[config.mk]
export PLATFORM = sky130hd
export DESIGN_NAME = ovl_blank_timer
export DESIGN_NICKNAME = d
export VERILOG_FILES = /design/src/rtl/ovl_blank_pkg.sv /design/src/rtl/ovl_fixed_delay.sv /design/src/rtl/ovl_osc_counter.sv /design/src/rtl/ovl_phase_guard.sv /design/src/rtl/ovl_blank_fsm.sv /design/src/rtl/ovl_blank_timer.sv
export SDC_FILE = /design/constraint.sdc
export NUM_CORES = 1
export LEC_CHECK = 0
export ABC_CLOCK_PERIOD_IN_PS = 3000
export BUFFER_PORTS_ARGS = -buffer_cell sky130_fd_sc_hd__buf_4
export CORE_ASPECT_RATIO = 1.1
export CORE_UTILIZATION = 30
export CTS_CLUSTER_SIZE = 30
export DETAILED_ROUTE_END_ITERATION = 6
export PLACE_DENSITY_LB_ADDON = 0.3
export SETUP_SLACK_MARGIN = 0.15
export SYNTH_ARGS = -nofsm -noshare
export SYNTH_HDL_FRONTEND = slang
export SYNTH_SLANG_ARGS = --single-unit
export TNS_END_PERCENT = 5
[constraint.sdc]
create_clock -name clk -period 3 [get_ports clk]
set_clock_uncertainty 0.2 [all_clocks]
set_input_delay 0.15 -clock clk [delete_from_list [all_inputs] [get_ports clk]]
set_output_delay 0.15 -clock clk [all_outputs]
set_load 0.005 [all_outputs]
[src/rtl/ovl_blank_pkg.sv]
package ovl_blank_pkg;

    typedef enum logic [2:0] {
        ST_IDLE      = 3'd0,
        ST_FIXED     = 3'd1,
        ST_CHARGE    = 3'd2,
        ST_DISCHARGE = 3'd3,
        ST_TRIP      = 3'd4,
        ST_STUCK     = 3'd5
    } blank_state_e;

endpackage

[src/rtl/ovl_fixed_delay.sv]
// Counts the cycles spent in the built-in delay; flags the final one.
module ovl_fixed_delay #(
    parameter int PH1_CYCLES = 4_000_000
) (
    input  logic clk,
    input  logic rst_n,
    input  logic run_i,
    output logic last_o
);
    localparam int FIX_W = (PH1_CYCLES > 1) ? $clog2(PH1_CYCLES) : 1;
    localparam logic [FIX_W-1:0] FIX_LAST = FIX_W'(PH1_CYCLES - 1);

    logic [FIX_W-1:0] elapsed_q;

    always_ff @(posedge clk or negedge rst_n) begin
        if (!rst_n) begin
            elapsed_q <= '0;
        end else if (!run_i) begin
            elapsed_q <= '0;
        end else if (elapsed_q != FIX_LAST) begin
            elapsed_q <= elapsed_q + 1'b1;
        end
    end

    assign last_o = run_i && (elapsed_q == FIX_LAST);
endmodule

[src/rtl/ovl_osc_counter.sv]
// Counts completed charge halves; flags when the next one is the last.
module ovl_osc_counter #(
    parameter int NUM_OSC = 256
) (
    input  logic clk,
    input  logic rst_n,
    input  logic clear_i,
    input  logic inc_i,
    output logic final_o
);
    localparam int CNT_W = $clog2(NUM_OSC + 1);
    localparam logic [CNT_W-1:0] CNT_FINAL = CNT_W'(NUM_OSC - 1);

    logic [CNT_W-1:0] osc_q;

    always_ff @(posedge clk or negedge rst_n) begin
        if (!rst_n) begin
            osc_q <= '0;
        end else if (clear_i) begin
            osc_q <= '0;
        end else if (inc_i) begin
            osc_q <= osc_q + 1'b1;
        end
    end

    assign final_o = (osc_q == CNT_FINAL);
endmodule

[src/rtl/ovl_phase_guard.sv]
// Measures how long the current switch phase has lasted; flags expiry.
module ovl_phase_guard #(
    parameter int TMO_CYCLES = 1_000_000
) (
    input  logic clk,
    input  logic rst_n,
    input  logic chg_i,
    input  logic dis_i,
    output logic expired_o
);
    localparam int TMO_W = (TMO_CYCLES > 1) ? $clog2(TMO_CYCLES) : 1;
    localparam logic [TMO_W-1:0] TMO_LAST = TMO_W'(TMO_CYCLES - 1);

    logic [1:0]       phase_q;
    logic [1:0]       phase_now;
    logic [TMO_W-1:0] run_q;
    logic [TMO_W-1:0] run_len;

    assign phase_now = {chg_i, dis_i};
    assign run_len   = (phase_now != phase_q) ? '0 : run_q;

    always_ff @(posedge clk or negedge rst_n) begin
        if (!rst_n) begin
            phase_q <= 2'b00;
            run_q   <= '0;
        end else begin
            phase_q <= phase_now;
            if (phase_now == 2'b00) begin
                run_q <= '0;
            end else if (run_len != TMO_LAST) begin
                run_q <= run_len + 1'b1;
            end else begin
                run_q <= run_len;
            end
        end
    end

    assign expired_o = (phase_now != 2'b00) && (run_len == TMO_LAST);
endmodule

[src/rtl/ovl_blank_fsm.sv]
module ovl_blank_fsm
    import ovl_blank_pkg::*;
(
    input  logic clk,
    input  logic rst_n,
    input  logic ovld_i,
    input  logic cap_hi_i,
    input  logic cap_lo_i,
    input  logic fix_last_i,
    input  logic osc_final_i,
    input  logic expired_i,
    output logic in_fixed_o,
    output logic in_idle_o,
    output logic osc_inc_o,
    output logic chg_on_o,
    output logic dis_on_o,
    output logic trip_o,
    output logic tmo_err_o
);
    blank_state_e state_q;
    blank_state_e state_d;

    // Next-state decision
    always_comb begin
        state_d = state_q;
        if (!ovld_i) begin
            state_d = ST_IDLE;
        end else begin
            unique case (state_q)
                ST_IDLE: begin
                    state_d = ST_FIXED;
                end
                ST_FIXED: begin
                    if (fix_last_i) state_d = ST_CHARGE;
                end
                ST_CHARGE: begin
                    if (cap_hi_i) begin
                        state_d = osc_final_i ? ST_TRIP : ST_DISCHARGE;
                    end else if (expired_i) begin
                        state_d = ST_STUCK;
                    end
                end
                ST_DISCHARGE: begin
                    if (cap_lo_i) begin
                        state_d = ST_CHARGE;
                    end else if (expired_i) begin
                        state_d = ST_STUCK;
                    end
                end
                ST_TRIP:  state_d = ST_TRIP;
                ST_STUCK: state_d = ST_STUCK;
                default:  state_d = ST_IDLE;
            endcase
        end
    end

    // State register
    always_ff @(posedge clk or negedge rst_n) begin
        if (!rst_n) begin
            state_q <= ST_IDLE;
        end else begin
            state_q <= state_d;
        end
    end

    // Moore outputs
    always_comb begin
        chg_on_o   = 1'b0;
        dis_on_o   = 1'b0;
        trip_o     = 1'b0;
        tmo_err_o  = 1'b0;
        in_fixed_o = 1'b0;
        in_idle_o  = 1'b0;
        unique case (state_q)
            ST_IDLE:      in_idle_o  = 1'b1;
            ST_FIXED:     in_fixed_o = 1'b1;
            ST_CHARGE:    chg_on_o   = 1'b1;
            ST_DISCHARGE: dis_on_o   = 1'b1;
            ST_TRIP:      trip_o     = 1'b1;
            ST_STUCK:     tmo_err_o  = 1'b1;
            default:      in_idle_o  = 1'b1;
        endcase
    end

    assign osc_inc_o = chg_on_o && cap_hi_i && ovld_i;
endmodule

[src/rtl/ovl_blank_timer.sv]
module ovl_blank_timer #(
    parameter int PH1_CYCLES = 4_000_000,
    parameter int NUM_OSC    = 256,
    parameter int TMO_CYCLES = 1_000_000
) (
    input  logic clk,
    input  logic rst_n,
    input  logic ovld_i,
    input  logic cap_hi_i,
    input  logic cap_lo_i,
    output logic chg_on_o,
    output logic dis_on_o,
    output logic trip_o,
    output logic tmo_err_o
);
    logic in_fixed;
    logic in_idle;
    logic osc_inc;
    logic fix_last;
    logic osc_final;
    logic expired;

    ovl_fixed_delay #(.PH1_CYCLES(PH1_CYCLES)) u_fixed (
        .clk    (clk),
        .rst_n  (rst_n),
        .run_i  (in_fixed),
        .last_o (fix_last)
    );

    ovl_osc_counter #(.NUM_OSC(NUM_OSC)) u_count (
        .clk     (clk),
        .rst_n   (rst_n),
        .clear_i (in_idle),
        .inc_i   (osc_inc),
        .final_o (osc_final)
    );

    ovl_phase_guard #(.TMO_CYCLES(TMO_CYCLES)) u_guard (
        .clk       (clk),
        .rst_n     (rst_n),
        .chg_i     (chg_on_o),
        .dis_i     (dis_on_o),
        .expired_o (expired)
    );

    ovl_blank_fsm u_fsm (
        .clk         (clk),
        .rst_n       (rst_n),
        .ovld_i      (ovld_i),
        .cap_hi_i    (cap_hi_i),
        .cap_lo_i    (cap_lo_i),
        .fix_last_i  (fix_last),
        .osc_final_i (osc_final),
        .expired_i   (expired),
        .in_fixed_o  (in_fixed),
        .in_idle_o   (in_idle),
        .osc_inc_o   (osc_inc),
        .chg_on_o    (chg_on_o),
        .dis_on_o    (dis_on_o),
        .trip_o      (trip_o),
        .tmo_err_o   (tmo_err_o)
    );
endmodule

[Yosys cells after proc, flatten, opt, wreduce, memory -nomap -nowiden]
Cells that the tools add are included.
Operators by class
  add/sub/neg operators: 3
  equal/unequal tests: 14
  multiplexer cells: 19
  reduce and logical (&&, ||, !) cells: 8
Operator list (count)
  20-bit 2-to-1 mux: 3
  22-bit 2-to-1 mux: 2
  22-bit by 1-bit adder with 22-bit output (second input constant): 1
  22-bit equality test (second input constant): 1
  22-bit inequality test (second input constant): 1
  20-bit by 1-bit adder with 20-bit output (second input constant): 1
  20-bit equality test (second input constant): 1
  20-bit inequality test (second input constant): 1
  3-bit 2-to-1 mux: 6
  9-bit 2-to-1 mux: 2
  3-bit case mux with 6 select lines: 1
  9-bit by 1-bit adder with 9-bit output (second input constant): 1
  9-bit by 8-bit equality test with 1-bit output (second input constant): 1
  3-bit by 2-bit equality test with 1-bit output (second input constant): 2
  3-bit equality test (second input constant): 2
  1-bit 2-to-1 mux: 5
  5-bit OR reduction: 1
  1-bit logical AND: 4
  3-bit by 1-bit equality test with 1-bit output (second input constant): 1
  3-bit logical NOT: 1
  3-bit inequality test (second input constant): 1
  2-bit logical NOT: 1
  2-bit by 1-bit inequality test with 1-bit output (second input constant): 1
  2-bit inequality test: 1
  2 further kinds: 2
Storage, ports and cells
  register bits after elaboration: 56
  input bits: 5
  word-level logic and storage cells: 49

[Depth between registers and ports, before layout]
Gate-level depths: netlist of the first run.
  word-level depth: 10
  depth in mapped cells: 13
  depth with buffers taken out: 11

[By module]
A second synthesis of the first run with hierarchy kept.
Unflattened totals
  cells, all modules: 344
  area total of the unflattened synthesis: 3244.4 um^2
Modules (own cells, without submodules)
  ovl_fixed_delay: times used 1, cells each 132, area each 1258.7 um^2, sequential area each 550.5 um^2
  ovl_phase_guard: times used 1, cells each 135, area each 1246.2 um^2, sequential area each 550.5 um^2
  ovl_osc_counter: times used 1, cells each 44, area each 444.2 um^2, sequential area each 225.2 um^2
  ovl_blank_fsm: times used 1, cells each 33, area each 295.3 um^2, sequential area each 75.1 um^2

[Worst setup path after synthesis of the first run]
Ideal clock, no wire load.
  path kind: reg-to-reg
  start: reg u_fsm.state_q[2]
  end: reg u_guard.run_q[14]
  library setup time: 121 ps
  arrival: 2431 ps
  path slack: 247 ps
  cell stages (with the launch flop): 14
  path buffers: 2
  period minus slack after synthesis: 2753 ps
  path through: dfrtp_1 buf_4 nor3b_2 mux2i_1 o22ai_1 buf_4 and2_1 ha_1 nand4_1 nor2_1 nand4_1 or2_2 xor2_1 nor2_1
Between the ends
  longest elaborated chain between the ends: 7
  elaborated cells between the ends (all ways): 11
  those cells by class: 1 x add/sub; 4 x eq/ne; 5 x mux; 1 x reduce/logical
Ends and longest elaborated chain
  start: declaration: line ovl_blank_fsm.sv:20  | blank_state_e state_q;
  start signal: assignment: line ovl_blank_fsm.sv:62  | state_q <= state_d;
  3-bit by 2-bit equality test with 1-bit output *: line ovl_blank_fsm.sv:74  | unique case (state_q)
  1-bit 2-to-1 mux *: line ovl_blank_fsm.sv:74
  net chg_on_o: line ovl_blank_timer.sv:11  | output logic chg_on_o,
  2-bit inequality test: line ovl_phase_guard.sv:20  | assign run_len = (phase_now != phase_q) ? '0 : run_q;
  20-bit 2-to-1 mux: line ovl_phase_guard.sv:20
  20-bit by 1-bit adder with 20-bit output or 20-bit inequality test (tied branches): line ovl_phase_guard.sv:31, ovl_phase_guard.sv:30
  20-bit 2-to-1 mux: line ovl_phase_guard.sv:30  | end else if (run_len != TMO_LAST) begin
  20-bit 2-to-1 mux *: line ovl_phase_guard.sv:28  | if (phase_now == 2'b00) begin
  end signal: assignment: line ovl_phase_guard.sv:31  | run_q <= run_len + 1'b1;
  end signal: assignment: line ovl_phase_guard.sv:33  | run_q <= run_len;
  end: declaration: line ovl_phase_guard.sv:16  | logic [TMO_W-1:0] run_q;
Mark *: on every way through the listed nets, which the timed path passes. The rest lies on a longest branch.
A chain may end at the register's enable or synchronous reset.

[Worst setup path after layout of the first run]
  start: reg u_fsm.state_q[2]
  end: reg u_fsm.state_q[0]
Between the ends
  longest elaborated chain between the ends: 10
  elaborated cells between the ends (all ways): 21
  those cells by class: 8 x eq/ne; 9 x mux; 4 x reduce/logical
Ends and longest elaborated chain
  3-bit by 2-bit equality test with 1-bit output: line ovl_blank_fsm.sv:29, ovl_blank_fsm.sv:74
  1-bit 2-to-1 mux: line ovl_blank_fsm.sv:74
  2-bit inequality test: line ovl_phase_guard.sv:20
  20-bit 2-to-1 mux: line ovl_phase_guard.sv:20
  20-bit equality test: line ovl_phase_guard.sv:38  | assign expired_o = (phase_now != 2'b00) && (run_len == TMO_LAST);
  1-bit logical AND: line ovl_phase_guard.sv:38
  3-bit 2-to-1 mux
  3-bit 2-to-1 mux, on equally long branches
  3-bit case mux with 6 select lines: line ovl_blank_fsm.sv:29  | unique case (state_q)
  3-bit 2-to-1 mux: line ovl_blank_fsm.sv:26  | if (!ovld_i) begin
Parallel ways exist; a longest one is shown, timed or not.

==> flow_summary.json, run 1 <==
{
  "num_rows": 37,
  "io_pins": 9,
  "powerDensity_nw_per_um2": 387,
  "worst_pin_slew_ps": 703,
  "die-area_um2": 10300,
  "leakage_nw": 1.37,
  "startpoint": "u_fsm.state_q[2]$_DFFE_PN0P_",
  "regToRegStartpoint": "u_fsm.state_q[2]$_DFFE_PN0P_",
  "synth_edf_count": 0,
  "rsz0062_at_grt": "false",
  "endpoint": "u_fsm.state_q[0]$_DFFE_PN0P_",
  "power.total_w": 0.00130,
  "syn-num-nets": 322,
  "synthTopCellsByArea": "dfrtp_1, xor2_1, nor2_1",
  "n_antenna_cell": 0,
  "htree_levels": 2,
  "max_freq_ghz": 0.369,
  "ir_worst_vdd_uv": 187,
  "insertion_delay_ps": 310,
  "drt-vias-per-instance": 4.86,
  "cts_buffers": 5,
  "critPathRequiredTime_ps": 3060,
  "cts_sinks": 56,
  "clkTransAtPathRegs_ps": 100,
  "layout-drive-gt1-share": 0.137,
  "use_met3": 0.0224,
  "drt_iter0_drc": 102,
  "hold_class": "input pin to async pin",
  "start_util": 0.313,
  "ys_seq_area_frac": 0.474,
  "finalSetupTns_ps": 0,
  "maxCapViolations": 0,
  "die_w_um": 96.6,
  "timing.hold.ws_ps": 229,
  "fin_util": 0.357,
  "relSlewSlack": 0.531,
  "grt_pass1_wl_um": 9890,
  "port-buffer-count": 8,
  "slew_violations": 0,
  "gp_congestion": 0.788,
  "first_pass_iters": 4,
  "clk_path_buf_depth": 2,
  "use_met2": 0.200,
  "critical_path_class": "flip-flop to flip-flop",
  "wl_um": 5620,
  "synthTopCellsByCount": "nor2_1, dfrtp_1, nand2_1",
  "r2r_slack_ps": 290,
  "synthCells": 313,
  "dp_cells": 436,
  "end_kind": "flip-flop",
  "busiest_layer": "met2",
  "period_share": 0.903,
  "finalSetupViolCount": 0,
  "fin_crit_ps": 2710,
  "path_max_fanout": 4,
  "r2r-end": "u_fsm.state_q[0]$_DFFE_PN0P_",
  "netlist.area_leader.share": 0.474,
  "area_delta_synth_final_pct": 14.0,
  "start_kind": "flip-flop",
  "synth_warnings": 0,
  "core-area_um2": 9440,
  "worstRegToRegCells": 10,
  "antenna_found_initial": 0,
  "final_antenna_net_count": 0,
  "status": "finished, final reports clean",
  "syn_avg_cell_area_um2": 9.44,
  "yosys_most_used_dff": "dfrtp_1",
  "fp.dieH_um": 106,
  "grt_max_degree": 57,
  "met1_usage": 0.145,
  "hold_viol_final": 0,
  "syn_area_um2": 2960,
  "grt_pass1_vias": 2195,
  "cts_root_buf": "clkbuf_8",
  "synth_top_cell_by_area": "dfrtp_1",
  "drcViolationCount": 0,
  "nNetsFinal": 344,
  "yosysUniqueCellTypes": 49,
  "cp.arrival_ps": 2770,
  "dr_total_vias": 2202,
  "overflow": 0,
  "ys_ff_latch": 56,
  "cts_tree": "built",
  "post-synth-top-count-cell": "nor2_1",
  "async_flop_share": 1.00,
  "fillers": 991,
  "grt_usage": 0.116,
  "wire_per_inst_um": 12.4,
  "dpl.hpwl_um": 3740,
  "finalNonFillerCells": 453
}
metal layers:
metal  wire length (um)  vias up
met3                 77        6
met2               2730       11
li1                   -     1113
met1               2730     1072
met5                  0        -
met4                 75        0
logic make-up after synthesis:
kind of cell	Yosys count	share of synthesized area
fa+ha+maj	4	0.0169
flops	56	0.474
xor+xnor	39	0.116
buf+inv	13	0.0233
compound gates	33	0.0673
mux	2	0.00677
simple gates	166	0.296
critical path, cell delays in order, from the launching register on:
cell and delay, ps:
dfrtp_1 410, nor3b_2 240, mux2i_1 140, o22ai_2 250, and2_4 190, ha_2 200, nand4_1 190, nor3_4 290
nand2_1 140, o41ai_1 250, and2_1 160
state kept, by name, indices dropped and copies added (netlist names):
name	flops
u_guard.phase_q	2
u_count.osc_q	9
u_guard.run_q	20
u_fsm.state_q	3
u_fixed.elapsed_q	22
power by group:
group          leakage [nW]  total [W]  internal, W  switching, W
Sequential            0.778   0.000762     0.000758    0.00000341
Clock                0.0541   0.000493     0.000247      0.000246
Combinational         0.536  0.0000486    0.0000159     0.0000328
cell usage in the layout, fill, tap and decap left out, types with 2 or more instances in the layout:
master / Yosys / final
a211oi_1: 2 / 2
a21oi_1: 12 / 12
and2_1: 9 / 6
and2_4: 0 / 2
and3_1: 7 / 7
and4_1: 2 / 2
buf_4: 3 / 19
clkbuf_8: 0 / 5
dfrtp_1: 56 / 56
dlygate4sd3_1: 0 / 4
ha_1: 4 / 3
inv_1: 4 / 4
mux2i_1: 2 / 2
nand2_1: 30 / 30
nand3_1: 15 / 15
nand4_1: 14 / 14
nor2_1: 57 / 56
nor2b_1: 4 / 4
nor3_1: 3 / 3
nor4_1: 3 / 3
nor4_2: 2 / 2
o21ai_0: 9 / 9
or3_1: 6 / 6
xnor2_1: 14 / 14
xor2_1: 25 / 25
metrics by stage:
| stage | area, um^2 | setup WS (ps) |
|---|---|---|
| after floorplan | 2960 | 247 |
| after global placement | 3160 | 225 |
| after detailed placement | 3160 | 142 |
| after CTS | 3310 | 221 |
| after global routing | 3370 | 112 |
| final | 3370 | 290 |
worst min-delay path by stage:
stage | from | endpoint | slack [ps] | cells after the start
final | rst_n | u_guard.run_q[11]$_DFF_PN0_ | 230 | 2
after global routing | u_fsm.state_q[0]$_DFFE_PN0P_ | u_guard.phase_q[1]$_DFF_PN0_ | 280 | 1
after CTS | rst_n | u_guard.run_q[7]$_DFF_PN0_ | 260 | 2
after detailed placement | rst_n | u_guard.run_q[13]$_DFF_PN0_ | 70 | 1
after global placement | rst_n | u_fixed.elapsed_q[20]$_DFFE_PN0N_ | 60 | 1
after floorplan | rst_n | u_count.osc_q[0]$_DFFE_PN0P_ | -350 | 0
final cells by class:
| cell class | count | area [um^2] | area share |
|---|---|---|---|
| multi-input cells | 244 | 1510 | 0.448 |
| flip-flops and latches | 56 | 1400 | 0.416 |
| repair buffers | 23 | 183 | 0.0542 |
| well taps | 117 | 146 | 0.0434 |
| clock buffers | 5 | 68.8 | 0.0204 |
| clock inverters | 3 | 42.5 | 0.0126 |
| inverters | 5 | 18.8 | 0.00557 |
timing repair:
item | in CTS | in global routing
gates resized for setup | 1 | 6
hold buffers | 4 | 0
hold endpoints to repair | 59 | 0
setup buffers | 0 | 5
endpoints found under the setup margin | 6 | 7
pin swaps | 0 | 4
Note: power is estimated with default switching activity, not from simulation.
==> run 2, diff against run 1 <==
- ABC_CLOCK_PERIOD_IN_PS: 3000 -> 2600
- clock period: 3 -> 2.6 ns (I/O delays scaled with it)
==> run 2 against run 1 <==
Compared with the run above:
- sequential power up 15%
- first-iteration DRC count is 87% higher
- non-clock buffer count is 7 higher
- clock power about the same
- final area grew 1.6%
- largest power group unchanged
==> flow_summary.json, run 2 (synthesis results as in run 1) <==
{
  "regToRegStartpoint": "u_fsm.state_q[2]$_DFFE_PN0P_",
  "nNetsFinal": 351,
  "drt_iter0_drc": 191,
  "wl_um": 5690,
  "relSlewSlack": 0.534,
  "overflow": 0,
  "gp_congestion": 0.760,
  "cts_sinks": 56,
  "r2r_slack_ps": 110,
  "start_kind": "flip-flop",
  "fin_crit_ps": 2490,
  "hold_class": "input pin to async pin",
  "grt_max_degree": 57,
  "die_w_um": 96.6,
  "dp_cells": 444,
  "clkTransAtPathRegs_ps": 100,
  "layout_common_cells": "nor2_1, dfrtp_1, nand2_1, buf_4, xor2_1",
  "slew_violations": 0,
  "dr_total_vias": 2220,
  "drt-vias-per-instance": 4.83,
  "final_antenna_net_count": 0,
  "fin_util": 0.362,
  "finalSetupViolCount": 0,
  "r2r-end": "u_guard.run_q[5]$_DFF_PN0_",
  "end_kind": "flip-flop",
  "area_delta_synth_final_pct": 15.8,
  "insertion_delay_ps": 310,
  "grt_usage": 0.119,
  "io_pins": 9,
  "grt_pass1_wl_um": 10100,
  "top_register": "u_fixed.elapsed_q",
  "clk_path_buf_depth": 2,
  "leakage_nw": 1.38,
  "cts_buffers": 5,
  "finalNonFillerCells": 460,
  "cp.arrival_ps": 2520,
  "grt_pass1_vias": 2212,
  "hold_viol_final": 0,
  "path_max_fanout": 7,
  "n_antenna_cell": 0,
  "reg_top3": "u_fixed.elapsed_q (22), u_guard.run_q (20), u_count.osc_q (9)",
  "drcViolationCount": 0,
  "period_share": 0.957,
  "fillers": 989,
  "num_rows": 37,
  "worst_pin_slew_ps": 699,
  "first_pass_iters": 4,
  "core-area_um2": 9440,
  "wire_per_inst_um": 12.4,
  "largest_reg_flops": 22,
  "maxCapViolations": 0,
  "fp.dieH_um": 106,
  "htree_levels": 2,
  "status": "finished, final reports clean",
  "port-buffer-count": 8,
  "dpl.hpwl_um": 3860,
  "critical_path_class": "flip-flop to flip-flop",
  "max_freq_ghz": 0.402,
  "powerDensity_nw_per_um2": 418,
  "cts_tree": "built",
  "ir_worst_vdd_uv": 196,
  "worstRegToRegCells": 10,
  "rsz0062_at_grt": "true",
  "cts_root_buf": "clkbuf_8",
  "critPathRequiredTime_ps": 2630,
  "antenna_found_initial": 0,
  "layout-drive-gt1-share": 0.157,
  "start_util": 0.313,
  "die-area_um2": 10300
}
## run 2: cell type report
type | instances | area (um^2) | share of cell area
Sequential cell | 56 | 1400 | 0.410
Inverter | 5 | 18.8 | 0.00548
Timing Repair Buffer | 30 | 235 | 0.0687
Multi-Input combinational cell | 244 | 1530 | 0.446
Clock inverter | 1 | 7.51 | 0.00219
Tap cell | 117 | 146 | 0.0428
Clock buffer | 7 | 86.3 | 0.0252
## run 2: report_power, final
part           switching (W)  internal [W]
Combinational      0.0000385     0.0000184
Sequential        0.00000400      0.000875
Clock               0.000276      0.000217
Total               0.000319       0.00111
## run 2: stage by stage
stage	hold slack [ps]	instance area (um^2)	total power (W)	setup slack [ps]	setup TNS, ps
6_report	209	3420	0.00143	112	0
5_1_grt	279	3420	0.00150	-28.8	-49.8
4_1_cts	235	3400	0.00147	110	0
3_5_place_dp	44.6	3220	0.000951	-48.6	-166
3_3_place_gp	35.8	3220	0.000949	66.4	0
2_1_floorplan	-366	2960	0.000918	-153	-885
## run 2: worst max-delay path by stage
stage | start | endpoint | slack [ps]
after global placement | u_fsm.state_q[0]$_DFFE_PN0P_ | u_guard.run_q[14]$_DFF_PN0_ | 70
after global routing | u_fsm.state_q[0]$_DFFE_PN0P_ | u_guard.run_q[14]$_DFF_PN0_ | -30
final | u_fsm.state_q[2]$_DFFE_PN0P_ | u_guard.run_q[5]$_DFF_PN0_ | 110
after floorplan | u_fsm.state_q[2]$_DFFE_PN0P_ | u_guard.run_q[14]$_DFF_PN0_ | -150
after detailed placement | u_fsm.state_q[0]$_DFFE_PN0P_ | u_guard.run_q[14]$_DFF_PN0_ | -50
after CTS | u_fsm.state_q[2]$_DFFE_PN0P_ | u_guard.run_q[5]$_DFF_PN0_ | 110
## run 2: per-layer routing
metal	share of wire	track usage	routed length, um
met1	0.47	0.146	2680
met2	0.50	0.208	2830
met3	0.018	0.0204	101
met4	0.013	0.0416	74
met5	0	0	0
## run 2: timing repair
item,CTS,global route
pin swaps,4,6
hold buffers,4,0
resized for setup,7,3
setup endpoints to repair,13,15
buffers inserted,3,1
hold endpoints to repair,59,0
## run 2: worst max-delay path, cell delays in order (launching register included)
cell	delay, ps
dfrtp_1	410
nand2b_1	220
mux2i_1	220
o22ai_2	140
and2_4	190
ha_4	160
nand4_1	100
nor3_2	70
and2_2	240
or3_1	320
a21oi_1	140
==> run 3, diff against run 2 <==
- ABC_AREA: unset -> 1
- CORE_MARGIN: unset -> 2
- GPL_ROUTABILITY_DRIVEN: unset -> 0
==> run 3 against run 2 <==
Compared with the run above:
- sequential power is 12% higher
- count of clock-buffer cells in the layout is 1 lower
- worst hold slack better by 37 ps
- critical path type unchanged
- total power is 77% higher
- global-route usage is 1.7 points higher
==> flow_summary.json, run 3 <==
{
  "status": "finished, final reports clean",
  "crit_chain": "inv_2, nand3_2, nand2_1, nand2_2, nor2_4, clkinv_4, nor2_4, ha_4, nand2_2, inv_2, nand3_2, nor2_4, and2_4, nand2_4, o21ai_2, a21oi_2",
  "ys_seq_area_frac": 0.423,
  "layout-drive-gt1-share": 0.194,
  "pwr-share-seq": 0.391,
  "nNetsFinal": 502,
  "final_antenna_net_count": 0,
  "synth_top_cell_by_area": "dfrtp_1",
  "finalSetupViolCount": 0,
  "period_share": 0.950,
  "layout_common_cells": "nand2_1, inv_1, nor2_1, dfrtp_1, buf_4",
  "synth_warnings": 0,
  "area_delta_synth_final_pct": 22.7,
  "reg_top3": "u_fixed.elapsed_q (22), u_guard.run_q (20), u_count.osc_q (9)",
  "crit_slowest_cell": "dfrtp_2",
  "critical_path_class": "flip-flop to flip-flop",
  "die-area_um2": 11900,
  "die_w_um": 104,
  "grt_pass1_wl_um": 13200,
  "pwr-share-clk": 0.265,
  "drt-vias-per-instance": 4.69,
  "dpl.hpwl_um": 5630,
  "netlist.area_leader.share": 0.423,
  "worst_pin_slew_ps": 726,
  "powerDensity_nw_per_um2": 622,
  "overflow": 0,
  "grt_usage": 0.135,
  "synthCells": 456,
  "max_freq_ghz": 0.405,
  "synth_edf_count": 0,
  "cts_tree": "built",
  "cp.arrival_ps": 2440,
  "hold_viol_final": 0,
  "post-synth-top-count-cell": "nand2_1",
  "end_kind": "flip-flop",
  "maxCapViolations": 0,
  "antenna_found_initial": 0,
  "swShare": 0.355,
  "start_kind": "flip-flop",
  "worstRegToRegCells": 16,
  "wire_per_inst_um": 12.2,
  "rsz0062_at_grt": "true",
  "syn_avg_cell_area_um2": 7.26,
  "relSlewSlack": 0.516,
  "port-buffer-count": 8,
  "ys_ff_latch": 56,
  "leakage_nw": 1.77,
  "grt_pass1_vias": 2877,
  "layout_setup_ws_ps": 131,
  "critPathRequiredTime_ps": 2570,
  "largest_reg_flops": 22,
  "finalNonFillerCells": 641,
  "top_register": "u_fixed.elapsed_q",
  "yosysUniqueCellTypes": 36,
  "drcViolationCount": 0,
  "power.switching_w": 0.000898,
  "dp_slack_ps": 44.1,
  "syn-num-nets": 465,
  "cts_sinks": 56,
  "synthTopCellsByCount": "nand2_1, nor2_1, inv_1",
  "async_flop_share": 1.00,
  "path_max_fanout": 5,
  "slew_violations": 0,
  "clk_path_buf_depth": 2,
  "dr_total_vias": 3006,
  "ir_worst_vdd_uv": 309,
  "wl_um": 7840,
  "syn_area_um2": 3310,
  "p_int_w": 0.00163,
  "slowest_delay_ps": 460,
  "cts_root_buf": "clkbuf_16",
  "cts_buffers": 5,
  "final_common_cell": "nand2_1",
  "crit_path_frequent_cell": "nor2_4",
  "core-area_um2": 10900,
  "fp.dieH_um": 114,
  "first_pass_iters": 5,
  "grt_max_degree": 57,
  "clkTransAtPathRegs_ps": 70,
  "htree_levels": 2,
  "finalSetupTns_ps": 0,
  "num_rows": 40,
  "insertion_delay_ps": 290,
  "fin_crit_ps": 2470,
  "start_util": 0.305,
  "pwr-share-comb": 0.344,
  "hold_class": "input pin to async pin",
  "synthTopCellsByArea": "dfrtp_1, nand2_1, nor2_1",
  "n_antenna_cell": 0,
  "dp_cells": 614,
  "yosys_most_used_dff": "dfrtp_1",
  "io_pins": 9,
  "drt_iter0_drc": 119
}
## run 3: critical path: cells and delay by family (launching register included)
kind	cells	cell delay, ps
simple gates	10	1080
fa+ha+maj	1	160
compound gates	2	230
flops	1	460
buf+inv	3	240
## run 3: repair_timing
action                                  4_1_cts  5_1_grt
resized for setup                             5       40
hold endpoints to repair                     59        0
endpoints found under the setup margin       10       23
cloned                                        0        0
hold buffers                                  4        0
pin swaps                                     2       13
setup buffers                                 2       13
## run 3: worst paths after layout
check                                                   end                        startpoint  slack, ps
setup / recovery                u_guard.run_q[12]$_DFF_PN0_      u_fsm.state_q[0]$_DFFE_PN0P_        130
hold / removal                   u_guard.run_q[5]$_DFF_PN0_                             rst_n        250
setup reg to reg                u_guard.run_q[12]$_DFF_PN0_      u_fsm.state_q[0]$_DFFE_PN0P_        130
hold reg to reg            u_fixed.elapsed_q[4]$_DFFE_PN0N_  u_fixed.elapsed_q[4]$_DFFE_PN0N_        300
max in group asynchronous      u_fsm.state_q[1]$_DFFE_PN0P_                             rst_n       1450
min in group clk           u_fixed.elapsed_q[4]$_DFFE_PN0N_  u_fixed.elapsed_q[4]$_DFFE_PN0N_        300
## run 3: final cells by class
type	instances	area [um^2]
clock buffers	6	129
repair buffers	35	288
flip-flops and latches	56	1400
clock inverters	2	16.3
fillers	1118	6800
inverters	73	282
multi-input cells	322	1760
well taps	147	184
## run 3: layer usage
metal	vias up	part of all wire	global-route usage
met1	1405	0.46	0.175
met5	-	0	0
met4	0	0.014	0.0450
met2	42	0.50	0.234
met3	11	0.024	0.0199
li1	1548	-	-
## run 3: logic make-up (layout without fill, tap and decap cells)
logic type               count (synthesis)  in the layout  synth area share
AO/OA/AOI/OAI                           64             64             0.108
flip-flops                              56             56             0.423
buffers and inverters                   78            116            0.0918
XOR/XNOR                                 9              9            0.0238
adder cells (fa/ha/maj)                  4              4            0.0151
AND/OR/NAND/NOR                        245            245             0.338
## run 3: metrics by stage
stage	instance area (um^2)	power [W]	hold slack (ps)	utilization
2_1_floorplan	3350	0.00150	-366	-
6_report	4060	0.00253	246	0.374
3_5_place_dp	3620	0.00167	43.1	0.333
3_3_place_gp	3620	0.00166	49.1	0.333
4_1_cts	3830	0.00237	278	0.352
5_1_grt	4060	0.00269	329	0.374
## run 3: power by group through the flow
stage / Clock, W / Combinational [W] / Sequential (W)
after floorplan: 0 / 0.000522 / 0.000980
after global routing: 0.000737 / 0.000959 / 0.000993
final: 0.000671 / 0.000868 / 0.000988
after global placement: 0 / 0.000675 / 0.000988
after detailed placement: 0 / 0.000678 / 0.000990
after CTS: 0.000698 / 0.000700 / 0.000977
